`config.mk`:
```
export PLATFORM = sky130hd
export DESIGN_NAME = nvm_latch_bridge
export DESIGN_NICKNAME = d
export VERILOG_FILES = /design/src/rtl/nvm_latch_bridge.sv
export SDC_FILE = /design/constraint.sdc
export NUM_CORES = 1
export LEC_CHECK = 0
export BUFFER_PORTS_ARGS = -buffer_cell sky130_fd_sc_hd__buf_2
export CAP_MARGIN = 20
export CORE_MARGIN = 2
export CORE_UTILIZATION = 39
export DETAILED_ROUTE_END_ITERATION = 7
export PLACE_DENSITY = 0.78
export SETUP_SLACK_MARGIN = 0.02
export SLEW_MARGIN = 10
export SYNTH_ARGS = -nofsm -noshare
export SYNTH_HDL_FRONTEND = slang
export SYNTH_SLANG_ARGS = --single-unit
```
`constraint.sdc`:
```
create_clock -name clk -period 3.05 [get_ports clk]
set_clock_uncertainty 0.2 [all_clocks]
set_input_delay 0.61 -clock clk [delete_from_list [all_inputs] [get_ports clk]]
set_output_delay 0.61 -clock clk [all_outputs]
set_load 0.01 [all_outputs]
```
`src/rtl/nvm_latch_bridge.sv`:
```
module nvm_latch_bridge #(
  parameter int AW = 16,
  parameter int DW = 8,
  parameter int MAW = 6,
  parameter int CW = 4,
  parameter int HOLD_BIT = 3,
  parameter logic [AW-1:0] WIN_BASE = 16'h6000,
  parameter logic [AW-1:0] CTRL_ADDR = 16'h6040,
  parameter logic [AW-1:0] RDREG_ADDR = 16'h6050
) (
  input  logic          clk,
  input  logic          rst_n,
  input  logic [AW-1:0] cpu_addr,
  input  logic [DW-1:0] cpu_wdata,
  input  logic          cpu_wr,
  input  logic          cpu_rd,
  output logic [DW-1:0] cpu_rdata,
  output logic          cpu_rdata_oe,
  output logic [MAW-1:0] mem_addr,
  output logic [DW-1:0] mem_din,
  output logic [CW-1:0] mem_ctrl,
  output logic          mem_oe,
  input  logic [DW-1:0] mem_dout
);
  logic win_wr, ctrl_wr, leak;

  assign win_wr  = cpu_wr && (cpu_addr[AW-1:MAW] == WIN_BASE[AW-1:MAW]);
  assign ctrl_wr = cpu_wr && (cpu_addr == CTRL_ADDR);

  always_ff @(posedge clk or negedge rst_n) begin
    if (!rst_n) begin
      mem_addr <= '0;
      mem_din  <= '0;
      mem_ctrl <= '0;
    end else begin
      if (win_wr) begin
        mem_addr <= cpu_addr[MAW-1:0];
        mem_din  <= cpu_wdata;
      end
      if (ctrl_wr) mem_ctrl <= cpu_wdata[CW-1:0];
    end
  end

  assign mem_oe       = cpu_rd && (cpu_addr == RDREG_ADDR);
  assign cpu_rdata_oe = mem_oe;
  assign leak         = !mem_ctrl[HOLD_BIT];
  assign cpu_rdata    = mem_oe ? (mem_dout & (leak ? mem_din : {DW{1'b1}})) : '0;
endmodule


```
# [After elaboration in Yosys (flattened, before gate mapping)]
# Index checks and enable logic that the tools add are counted.
[word_totals] elab_cells=12 reg_bits=18 in_bits=36
[classes] n_eq_ne=3 n_mux=2 bitwise_logic=1 reduce_logical=3
[op_table] operator="$eq A16 B15 Y1 const B" n=2
[op_table] operator="$mux W8" n=2
[op_table] operator="$eq A10 B9 Y1 const B" n=1
[op_table] operator="$and A8 B8 Y8" n=1
[op_table] operator="$logic_and A1 B1 Y1" n=3

# [Logic depth before layout (Yosys ltp)]
[depth] depth_word=3 depth_mapped=6 ltp_nobuf=4

# [Worst setup path before layout]
# Ideal clock, no wire load.
[synth_timing] kind="input port to output port" from="in cpu_addr[11]" to="out mem_oe" path_stages=5 arrival_ns=1.904 n_path_buf=1 path_slack_ns=0.336 path_cell_list="or4b_4 and2b_2 nand4_1 inv_1 buf_4"
[synth_via] elab_chain_len=2
[synth_lines] item="start, declared" line="13" rtl="input logic [AW-1:0] cpu_addr,"
[synth_lines] item="$eq A16 B15 Y1" line="44" rtl="assign mem_oe = cpu_rd && (cpu_addr == RDREG_ADDR);"
[synth_lines] item="$logic_and A1 B1 Y1" line="44"
[synth_lines] item="end, declared" line="22" rtl="output logic mem_oe,"
# Every way passes these cells.

# [Final worst setup path]
[layout_timing] from="in cpu_addr[11]" to="out cpu_rdata[1]"
[layout_via] elab_chain_len=3
[layout_lines] item="$eq A16 B15 Y1" line="44"
[layout_lines] item="$logic_and A1 B1 Y1" line="44"
[layout_lines] item="$mux W8" line="47" rtl="assign cpu_rdata = mem_oe ? (mem_dout & (leak ? mem_din : {DW{1'b1}})) : '0;"
[layout_lines] item="end, declared" line="17" rtl="output logic [DW-1:0] cpu_rdata,"
# Every way passes these cells.

==> impl_metrics.json <==
{
  "cts_resized": 0,
  "max_freq_mhz": 359,
  "total_leakage_power_nw": 0.784,
  "overflow": 0,
  "hp-class": "in2async",
  "clock-root-buffer": "clkbuf_4",
  "cts_setup_buffers": 0,
  "cts.htree.levels": 1,
  "r2r_end": "mem_ctrl[3]$_DFFE_PN0P_",
  "viasPerCell": 4.90,
  "grt_usage": 0.160,
  "wire_per_inst_um": 12.6,
  "place.gp.congestion": 0.741,
  "syn-cell-area_um2": 911,
  "r2r_slack_ps": 1940,
  "crit_type": "in2out",
  "synth-warning-count": 0,
  "crit_required_ps": 2240,
  "synth_cells": 69,
  "worst_pin_slew_ps": 577,
  "cts_tree": "done",
  "place.port_buffers": 63,
  "power.density_mw_per_mm2": 312,
  "cts_buffer_depth": 2,
  "vias": 798,
  "die-area_mm2": 0.00274,
  "ff2ff_path_depth": 1,
  "die_height_um": 52.3,
  "drc": 0,
  "io_pins": 64,
  "multiInputGateArea_um2": 414,
  "synth_fp_nets": 105,
  "rsz0062_at_grt": "false",
  "cp-start-kind": "primary input",
  "ys_types": 19,
  "cts_buffers": 3,
  "r2r_start": "mem_ctrl[3]$_DFFE_PN0P_",
  "dpl.hpwl_um": 1700,
  "hold_buffers": 0,
  "grt_antenna_before_repair": 0,
  "insertion_delay_ps": 280,
  "timing.setup.tns_ps": 0,
  "avgSynthCellArea_um2": 13.2,
  "grt_pass1_wl_um": 3300,
  "maxSlewViolCount": 0,
  "seq_area_frac_synth": 0.495,
  "start_util": 0.412,
  "cp_max_fo": 9,
  "grt_pass1_vias": 759,
  "design.core.area_mm2": 0.00221,
  "synthToLayoutAreaGrowth_pct": 39.1,
  "slew_headroom": 0.612,
  "grt_max_degree": 19,
  "fillers": 217,
  "wl_um": 2050,
  "drt_iter0_drc": 8,
  "drt_first_pass_iters": 4,
  "clock_sink_count": 18,
  "cp-startpoint": "cpu_addr[11]",
  "status": "finished clean",
  "setup_viol_count_final": 0,
  "dieWidth_um": 52.3,
  "fin_nets": 173,
  "final_hold_viol_count": 0,
  "utilization": 0.573,
  "synth_area_leader_cell": "dfrtp_1",
  "yosysTopAreaCellShare": 0.495,
  "critPathArrivalTime_ps": 1980,
  "ant_nets": 0,
  "drive_gt1_frac": 0.681,
  "fin_crit_ps": 2790,
  "crit_path_end_kind": "output port",
  "ir_worst_vdd_uv": 250,
  "antennaDiodeCount": 0,
  "cts.clk_slew.worst_paths_ps": 100,
  "synth_area_leaders": "dfrtp_1 49%, mux2_4 16%, mux2_2 9.9%",
  "synth-seq-cells": 18,
  "fin_crit_sh": 0.913,
  "fp-row-count": 17,
  "regArea_um2": 450,
  "drv_cap": 0
}
worst max path at each step:
stage                               to
final                     cpu_rdata[1]
after detailed placement  cpu_rdata[1]
after CTS                 cpu_rdata[1]
after global placement    cpu_rdata[5]
after global routing      cpu_rdata[5]
after floorplan                 mem_oe
per-stage QoR:
stage	hold slack [ps]	instance area, um2	setup WS, ps	power (mW)	cells
final	25.6	1270	265	0.396	163
after global placement	289	1240	299	0.288	160
after detailed placement	293	1240	268	0.290	160
after floorplan	114	911	336	0.258	69
after global routing	42.9	1270	177	0.417	163
after CTS	41.6	1270	266	0.401	163
state kept, by name, summed over array words and instances (netlist names):
signal,count
mem_din,8
mem_addr,6
mem_ctrl,4
power by group:
part	leakage [nW]	internal [mW]	total (mW)	switching, mW
combinational	0.519	0.0238	0.0412	0.0175
clock	0.0138	0.0458	0.111	0.0655
sequential	0.251	0.241	0.243	0.00184
total	0.784	0.311	0.396	0.0848
cells by family (layout without fill, tap and decap cells):
| group | after synthesis | after routing | share of synthesized area |
|---|---|---|---|
| and+or+nand+nor | 20 | 20 | 0.147 |
| muxes | 18 | 18 | 0.264 |
| DFF | 18 | 18 | 0.495 |
| AOI/OAI and AO/OA | 8 | 8 | 0.0440 |
| buffers and inverters | 5 | 71 | 0.0508 |
cells in the final DEF (no fill, tap or decap), drive strengths merged:
cell type,netlist,routed
nor4b,1,1
nor4,1,1
nor2,9,9
and3,1,1
dfrtp,18,18
nor3,1,1
nand3b,1,1
nand2,1,1
nand4,1,1
o21ai,8,8
inv,2,2
buf,3,66
mux2,18,18
or3,1,1
or4b,1,1
clkbuf,0,3
and2b,2,2
worst max-delay path: stages:
cell     delay [ps]
buf_2           100
or4b_4          520
and2b_2         220
nand4_1         100
buf_4           180
nor2_1          110
buf_2           130
layer usage:
metal | routed length, um | part of all wire | vias up | global-route usage
met2 | 1090 | 0.53 | 37 | 0.298
li1 | - | - | 378 | -
met1 | 789 | 0.38 | 381 | 0.189
met5 | 0 | 0 | - | 0
met3 | 167 | 0.081 | 2 | 0.0286
met4 | 4 | 0.0020 | 0 | 0.0342
Yosys cell counts (all sizes together):
cell type and n:
o21ai 8, and2b 2, nand3b 1, mux2 18, nor4b 1, nand2 1
dfrtp 18, and3 1, nor3 1, nand4 1, nor2 9, or4b 1
nor4 1, buf 3, or3 1, inv 2
area by class of cell:
class                      instances  area share
clock buffer                       3      0.0178
inverter                           2     0.00592
multi-input combinational         46       0.327
sequential                        18       0.355
tap                               28      0.0276
timing repair buffer              66       0.267
No activity file was read; power rests on OpenSTA's default activity.
